[src/rtl/ccnt_pkg.sv]
package ccnt_pkg;

  // Width of the raw counter: hidden bit plus mantissa plus all shift steps.
  function automatic int cnt_width(input int mant_w, input int exp_w);
    return mant_w + (1 << exp_w) - 1;
  endfunction

  // Largest exponent code.
  function automatic int exp_max(input int exp_w);
    return (1 << exp_w) - 1;
  endfunction

endpackage

[src/rtl/ccnt_raw.sv]
module ccnt_raw #(
  parameter int CNT_W = 27
) (
  input  logic             clk,
  input  logic             rst_n,
  input  logic             tick_i,
  input  logic             restart_i,
  output logic [CNT_W-1:0] cnt_o
);

  localparam logic [CNT_W-1:0] CntMax = {CNT_W{1'b1}};

  logic [CNT_W-1:0] cnt_q;
  logic [CNT_W-1:0] cnt_d;
  logic [CNT_W-1:0] base;
  logic             cnt_en;

  // The clock enable fires on restart or on an active tick.
  always_comb begin
    cnt_en = tick_i | restart_i;
    base   = restart_i ? '0 : cnt_q;
    if (tick_i && (base != CntMax)) begin
      cnt_d = base + 1'b1;
    end else begin
      cnt_d = base;
    end
  end

  always_ff @(posedge clk or negedge rst_n) begin
    if (!rst_n) begin
      cnt_q <= '0;
    end else if (cnt_en) begin
      cnt_q <= cnt_d;
    end
  end

  assign cnt_o = cnt_q;

  // a saturated count holds until a restart.
  p_sat_hold_r5: assert property (@(posedge clk) disable iff (!rst_n)
    (cnt_q == CntMax && !restart_i) |=> (cnt_q == CntMax));

  // after a restart the count is 0 or 1.
  p_restart_low_r6: assert property (@(posedge clk) disable iff (!rst_n)
    restart_i |=> (cnt_q <= CNT_W'(1)));

  // stalled cycles leave the count untouched.
  p_stall_hold_r2: assert property (@(posedge clk) disable iff (!rst_n)
    (!tick_i && !restart_i) |=> $stable(cnt_q));

  // an active cycle below saturation adds exactly one.
  p_tick_step_r2: assert property (@(posedge clk) disable iff (!rst_n)
    (tick_i && !restart_i && cnt_q != CntMax) |=> (cnt_q == $past(cnt_q) + 1'b1));

endmodule

[src/rtl/ccnt_enc.sv]
module ccnt_enc #(
  parameter int MANT_W = 12,
  parameter int EXP_W  = 4,
  parameter int CNT_W  = 27
) (
  input  logic [CNT_W-1:0]  cnt_i,
  output logic [MANT_W-1:0] mant_o,
  output logic [EXP_W-1:0]  exp_o
);

  localparam int EMax = ccnt_pkg::exp_max(EXP_W);

  // Priority from low to high: the highest set bit at or above MANT_W wins.
  always_comb begin
    exp_o  = '0;
    mant_o = cnt_i[MANT_W-1:0];
    for (int e = 1; e <= EMax; e++) begin
      if (cnt_i[MANT_W-1+e]) begin
        exp_o  = EXP_W'(e);
        mant_o = cnt_i[MANT_W-2+e -: MANT_W];
      end
    end
  end

endmodule

[src/rtl/ccnt_valid.sv]
module ccnt_valid (
  input  logic clk,
  input  logic rst_n,
  input  logic rec_i,
  input  logic wipe_i,
  output logic valid_o
);

  logic valid_q;
  logic valid_d;
  logic valid_en;

  always_comb begin
    valid_en = rec_i | wipe_i;
    valid_d  = wipe_i ? 1'b0 : 1'b1;
  end

  always_ff @(posedge clk or negedge rst_n) begin
    if (!rst_n) begin
      valid_q <= 1'b0;
    end else if (valid_en) begin
      valid_q <= valid_d;
    end
  end

  assign valid_o = valid_q;

  // a reconfiguration or clear always leaves the flag low.
  p_wipe_clears_r7: assert property (@(posedge clk) disable iff (!rst_n)
    wipe_i |=> !valid_q);

  // a plain record makes the next one trustworthy.
  p_rec_sets_r7: assert property (@(posedge clk) disable iff (!rst_n)
    (rec_i && !wipe_i) |=> valid_q);

endmodule

[src/rtl/cyc_comp_counter.sv]
module cyc_comp_counter #(
  parameter int MANT_W = 12,
  parameter int EXP_W  = 4
) (
  input  logic              clk,
  input  logic              rst_n,
  input  logic              clk_active,
  input  logic              rec_stb,
  input  logic              cfg_wr,
  input  logic              buf_clr,
  output logic [MANT_W-1:0] rec_mant,
  output logic [EXP_W-1:0]  rec_exp,
  output logic              rec_valid
);

  localparam int CNT_W = ccnt_pkg::cnt_width(MANT_W, EXP_W);

  logic [CNT_W-1:0]  cnt;
  logic [MANT_W-1:0] enc_mant;
  logic [EXP_W-1:0]  enc_exp;
  logic              valid;
  logic              wipe;
  logic              restart;

  assign wipe    = cfg_wr | buf_clr;
  assign restart = rec_stb | wipe;

  ccnt_raw #(.CNT_W(CNT_W)) raw_i (
    .clk       (clk),
    .rst_n     (rst_n),
    .tick_i    (clk_active),
    .restart_i (restart),
    .cnt_o     (cnt)
  );

  ccnt_enc #(.MANT_W(MANT_W), .EXP_W(EXP_W), .CNT_W(CNT_W)) enc_i (
    .cnt_i  (cnt),
    .mant_o (enc_mant),
    .exp_o  (enc_exp)
  );

  ccnt_valid valid_i (
    .clk     (clk),
    .rst_n   (rst_n),
    .rec_i   (rec_stb),
    .wipe_i  (wipe),
    .valid_o (valid)
  );

  // Outputs only carry data alongside a record strobe.
  always_comb begin
    if (rec_stb) begin
      rec_mant  = enc_mant;
      rec_exp   = enc_exp;
      rec_valid = valid;
    end else begin
      rec_mant  = '0;
      rec_exp   = '0;
      rec_valid = 1'b0;
    end
  end

  // quiet outputs between records.
  p_idle_quiet_r1: assert property (@(posedge clk) disable iff (!rst_n)
    !rec_stb |-> (rec_mant == '0 && rec_exp == '0 && !rec_valid));

  // a zero exponent means the raw count fits the mantissa exactly.
  p_small_exact_r3: assert property (@(posedge clk) disable iff (!rst_n)
    (rec_stb && rec_exp == '0) |-> (cnt < CNT_W'(1 << MANT_W) && rec_mant == cnt[MANT_W-1:0]));

  // a nonzero exponent points at the leading one of the raw count.
  p_lead_one_r4: assert property (@(posedge clk) disable iff (!rst_n)
    (rec_stb && rec_exp != '0) |-> (cnt[MANT_W-1+int'(rec_exp)] &&
                                    (cnt >> (MANT_W + int'(rec_exp))) == '0));

  // a record coinciding with a wipe leaves both count and flag reset.
  p_coincide_r8: assert property (@(posedge clk) disable iff (!rst_n)
    (rec_stb && wipe) |=> (!valid && cnt <= CNT_W'(1)));

endmodule

[config.mk]
export PLATFORM = sky130hd
export DESIGN_NAME = cyc_comp_counter
export DESIGN_NICKNAME = d
export VERILOG_FILES = /design/src/rtl/ccnt_pkg.sv /design/src/rtl/ccnt_raw.sv /design/src/rtl/ccnt_enc.sv /design/src/rtl/ccnt_valid.sv /design/src/rtl/cyc_comp_counter.sv
export SDC_FILE = /design/constraint.sdc
export NUM_CORES = 1
export LEC_CHECK = 0
export BUFFER_PORTS_ARGS = -buffer_cell sky130_fd_sc_hd__buf_2
export CORE_ASPECT_RATIO = 1.1
export CORE_UTILIZATION = 55
export DETAILED_ROUTE_END_ITERATION = 8
export PLACE_DENSITY = 0.74
export SLEW_MARGIN = 20
export SYNTH_ARGS = -nofsm -noshare
export SYNTH_HDL_FRONTEND = slang
export SYNTH_SLANG_ARGS = --single-unit
export TNS_END_PERCENT = 30
[constraint.sdc]
create_clock -name clk -period 4.8 [get_ports clk]
set_input_delay 0.96 -clock clk [delete_from_list [all_inputs] [get_ports clk]]
set_output_delay 0.96 -clock clk [all_outputs]
set_load 0.005 [all_outputs]
# Word level (Yosys, flattened, before mapping)
# Index checks and enable logic that the tools add are counted.
# Widths: inputs -> output; s select.
# op_classes
muxes	35
add_sub_neg	1
n_eq_ne	1
bitwise	3
n_reduce_logical	1
# ops
cell	n
$mux 12	15
$mux 27	2
$mux 4	9
$add 27x1->27 const B	1
$ne 27x27->1 const B	1
$mux 3	4
$mux 2	2
$mux 1	3
$or 1x1->1	3
$logic_and 1x1->1	1
# totals
wordCells	43
out_inout_bits	17
register_bits	28

# Depth between registers and ports, before layout
# depth
depth_word	16
mapped_depth	11
ltp_nobuf	8

# Modules after synthesis
# A second synthesis with hierarchy kept.
# hier_totals
hier_cells	474
hier_area_um2	3580.9
# by_module_without_submodules
module	n_inst	cells_per_inst	seq_area_each_um2	area_per_inst_um2
ccnt_enc	1	290	0.0	1820.5
ccnt_raw	1	162	675.6	1580.3
cyc_comp_counter	1	20	0.0	145.1
ccnt_valid	1	2	25.0	35.0

# Least setup slack after synthesis
# Ideal clock, no wire load.
# synth_path
kind	input-to-reg
startpoint	input rec_stb
endpoint	register raw_i.cnt_q[1] (netlist: raw_i.cnt_o[1])
arrival_ps	3102
setup_slack_ps	1573
path_stages	10
path_cell_list	nor3_1 > clkbuf_1 > and2_1 > ha_1 > nand4_1 > nor4_1 > and3_1 > clkbuf_1 > nand2b_1 > mux2_2
# synth_via
elab_chain_len	5
word_cells_on_any_way	7
# synth_rtl
item	line_no	text
start, declared	cyc_comp_counter.sv:8	input logic rec_stb,
$or 1x1->1 *	cyc_comp_counter.sv:26	assign restart = rec_stb | wipe;
parallel branches: the longest is 4 deep, another holds $add 27x1->27	--	
end signal, assigned	ccnt_raw.sv:33	cnt_q <= cnt_d;
end, declared	ccnt_raw.sv:13	logic [CNT_W-1:0] cnt_q;
# Mark *: on every way between the ends.
# A chain may end at the register's enable or synchronous reset.

# Worst setup path in the final report
# layout_path
startpoint	register raw_i.cnt_q[21] (netlist: raw_i.cnt_o[21])
endpoint	output rec_mant[9]
# layout_via
elab_chain_len	7
# layout_rtl
item	line_no	text
$mux 12 (3 in a row)	ccnt_enc.sv:18	if (cnt_i[MANT_W-1+e]) begin
$mux 12 * (3 in a row)	ccnt_enc.sv:18	
$mux 12 *	cyc_comp_counter.sv:52	if (rec_stb) begin
end, declared	cyc_comp_counter.sv:11	output logic [MANT_W-1:0] rec_mant,
# Mark *: on every way between the ends. The rest lies on a longest branch, timed or not.

==> out/summary.txt <==
======================================================================================
Fraction of the yosys area taken by sequential cells                            0.2066
First-pass GRT wire length                                                    17000 µm
Number of antenna-violating nets in the routed design                                0
Count of H-tree levels built during CTS                                              1
Vias in the first global route                                                    3444
Maximum number of pins on one net before global-route repair                        35
Unrepaired setup endpoints after global routing                                  false
Max FO, Critical Path                                                               21
Highest clock frequency the design can meet                                  261.1 MHz
Area used by sequential logic in the layout                                  700.7 µm²
Post-detailed-route DRC marker count                                                 0
Postcts setup bufs                                                                   0
Share of the synthesized area in compound gates (AO/OA/AOI/OAI)                 0.3384
Overflow after GRT                                                                   0
Cells on Worst Hold Path                                                             2
Worst r2r dst                                                             raw_i.cnt_o[1]
Top post-synthesis cells by area                                          dfrtp_1, o21ai_0, clkbuf_1
Run status                                                                   completed
Actual slew at the worst max-slew pin                                          1065 ps
Minimum setup slack among reg-to-reg paths                                     1470 ps
Data arrival at the endpoint of the critical path                              2870 ps
Layout cells sized above 1                                                      0.1116
Type of the setup path with the least slack                               flip-flop to output pin
Height of the chip                                                            84.35 µm
Start point of the critical path                                          raw_i.cnt_o[21]
Total Routed Length                                                            9975 µm
Synth Area in XOR/XNOR                                                         0.01292
Cell Area, Synth                                                              3391 µm²
Worst Reg-to-Reg Cells                                                               6
Ant diodes                                                                           0
Post-layout net count                                                              483
Post-Syn Instances                                                                 502
Clock slew at the register clock pins of the worst setup and hold paths         100 ps
TritonCTS buffer count                                                               3
Wirelength per Cell                                                           18.07 µm
Synthesis-to-finish area growth                                                 3.174%
Source of the worst register-to-register timing path                      raw_i.cnt_o[18]
Initial core utilization                                                        0.5804
Worst rel slew slack                                                            0.2871
Clock root buffer                                                             clkbuf_8
Violation count after the first detailed-route iteration                           441
Count of cell types in the netlist                                                  49
Setup crit start kind                                                        flip-flop
Count of buffers from port buffering                                                22
Metal2 WL                                                                      4695 µm
TritonRoute pass-1 iters                                                             6
Fin worst setup slack                                                         970.7 ps
Pins Over Slew Limit                                                                 0
Count of boundary I/O pins                                                          23
VDD IR-drop max                                                            0.0001895 V
Critical path data required time                                               3840 ps
Worst Hold Class                                                          flip-flop to flip-flop
Initial antenna violation count                                                      0
Async S/R FF share, synth                                                        1.000
Final RePlAce weighted congestion                                               0.8985
Yosys Warn Count                                                                     0
Place WS                                                                      981.3 ps
EDFF count, synth                                                                    0
Maxcap violations                                                                    0
Later-pin clock latency in the skew report                                      290 ps
Worst Min Path Start                                                      valid_i.valid_o
Post-synthesis average cell area                                             6.754 µm²
Cell breakdown of the critical path                                       nor2_1 -> o2111ai_1 -> a31o_2 -> a21oi_1 -> buf_2
Width of the chip                                                             76.87 µm
Main synth FF type                                                             dfrtp_1
Post-route setup TNS                                                              0 ps
CORE AREA                                                                     5842 µm²
Via-to-Cell Ratio                                                                6.822
DR vias                                                                           3766
Syn_nets                                                                           509
Final clock skew                                                              9.595 ps
Clock tree buffer depth                                                              2
Die area                                                                      6484 µm²
Fill count                                                                         543
Post-synthesis simple-gate area fraction                                        0.2908
Dominant combinational cell family by area after synthesis                compound AO/OA/AOI/OAI gates
Critical Path Max Stage Delay                                                   950 ps
Area of the multi-input gates                                                 2374 µm²
Detailed-routing wirelength on met1                                            4316 µm
Period Utilization, post-route                                                  0.7978
Number of rows in the core area                                                     29
Uppermost metal layer occupied by signal nets                                     met4
Hold bufs inserted after CTS                                                         0
Count of endpoints failing setup in the final report                                 0
Area share of fa/ha/maj cells after synthesis                                 0.003690
Multiplexer share of the synthesized area                                      0.05424
# resized after CTS                                                                  0
Yosys top cell area share                                                       0.2066
Gr usage total                                                                  0.3171
Hold-critical path endpoint                                               valid_i.valid_o
Worst Setup End Kind                                                        output pin
Cell type with the largest total area after synthesis                          dfrtp_1
Seq cells post-synth                                                                28
Slowest stage cell, crit path                                                   nor2_1
Leakage power                                                                 1.297 nW
Estimated wirelength of the detail-placed design                               6428 µm
Sum of met3 wire segment lengths after detailed routing                         765 µm
Final critical path time including I/O delays and setup                        3829 ps
TritonCTS clock tree                                                             built
Final number of hold-violating endpoints                                             0
Sinks on the clock net                                                              28
Power per standard cell area                                              130.4 nW/µm²
======================================================================================
## cell families (layout without fill, tap and decap cells)
| kind of cell | Yosys count | after routing |
|---|---|---|
| XOR/XNOR | 5 | 5 |
| buffers and inverters | 84 | 57 |
| AO/OA/AOI/OAI | 183 | 183 |
| multiplexers | 17 | 17 |
| flip-flops | 28 | 28 |
| adder cells (fa/ha/maj) | 1 | 1 |
| AND/OR/NAND/NOR | 184 | 184 |
## per-layer routing
metal | up-vias | global-route usage
met1 | 1740 | 0.4267
met3 | 27 | 0.03587
met2 | 210 | 0.5227
met4 | 0 | 0.1136
li1 | 1789 | -
met5 | - | 0
## registers in the layout, summed over array words and instances, names as in the netlist
register	flops
valid_i.valid_o	1
raw_i.cnt_o	27
## critical path: cells and delay by family, from the launching register on
kind / cells / cell delay [ps]
DFF: 1 / 680
AOI/OAI and AO/OA: 3 / 810
and+or+nand+nor: 1 / 950
buffers and inverters: 1 / 130
## cells in the final DEF, fill, tap and decap left out, drive strengths merged, types with 14 or more instances in the layout
master,count
nand2,54
a31oi,26
nand2b,15
or3,14
a21oi,43
o21ai,47
o211ai,23
buf,30
dfrtp,28
inv,21
nor2,24
## per-stage QoR
stage	hold WS (ps)	utilization	cells	instance area (µm²)	power (mW)
4_1_cts	562.1	0.5988	552	3498	0.4576
3_3_place_gp	540.1	0.5866	548	3427	0.2706
3_5_place_dp	544.0	0.5866	548	3427	0.2716
2_1_floorplan	506.2	-	502	3391	0.2577
5_1_grt	594.3	0.5988	552	3498	0.4709
6_report	561.6	0.5988	552	3498	0.4561
## area by class of cell
type                            count  share of cell area
Clock buffer                        3             0.01180
Multi-Input combinational cell    390              0.6785
Tap cell                           77             0.02754
Sequential cell                    28              0.2003
Clock inverter                      1            0.008584
Timing Repair Buffer               30             0.04864
Inverter                           23             0.02468
## Yosys cell counts (9+ instances only)
cell type	n
a311oi_1	9
nor3b_1	9
nor3_1	10
mux2_2	11
dfrtp_1	28
inv_1	21
or3_1	14
o211ai_1	23
nand2_1	54
a21oi_1	43
nor2_1	24
clkbuf_1	58
nand2b_1	15
o21ai_0	47
a31oi_1	26
## worst max path at each step
stage	to	slack [ps]	depth (start not counted)
2_1_floorplan	raw_i.cnt_o[1]	1570	10
3_3_place_gp	raw_i.cnt_o[1]	1200	6
3_5_place_dp	raw_i.cnt_o[1]	980	6
4_1_cts	rec_mant[4]	1100	6
5_1_grt	rec_mant[4]	810	6
6_report	rec_mant[9]	970	5
## power breakdown
group          switching [mW]  internal, mW  total (mW)  leakage (nW)
logic                  0.0196       0.00950      0.0291         0.873
registers             0.00122         0.237       0.238         0.388
clock network          0.0769         0.112       0.189        0.0357
total                  0.0977         0.358       0.456          1.30
(Power assumes the default switching activity.)
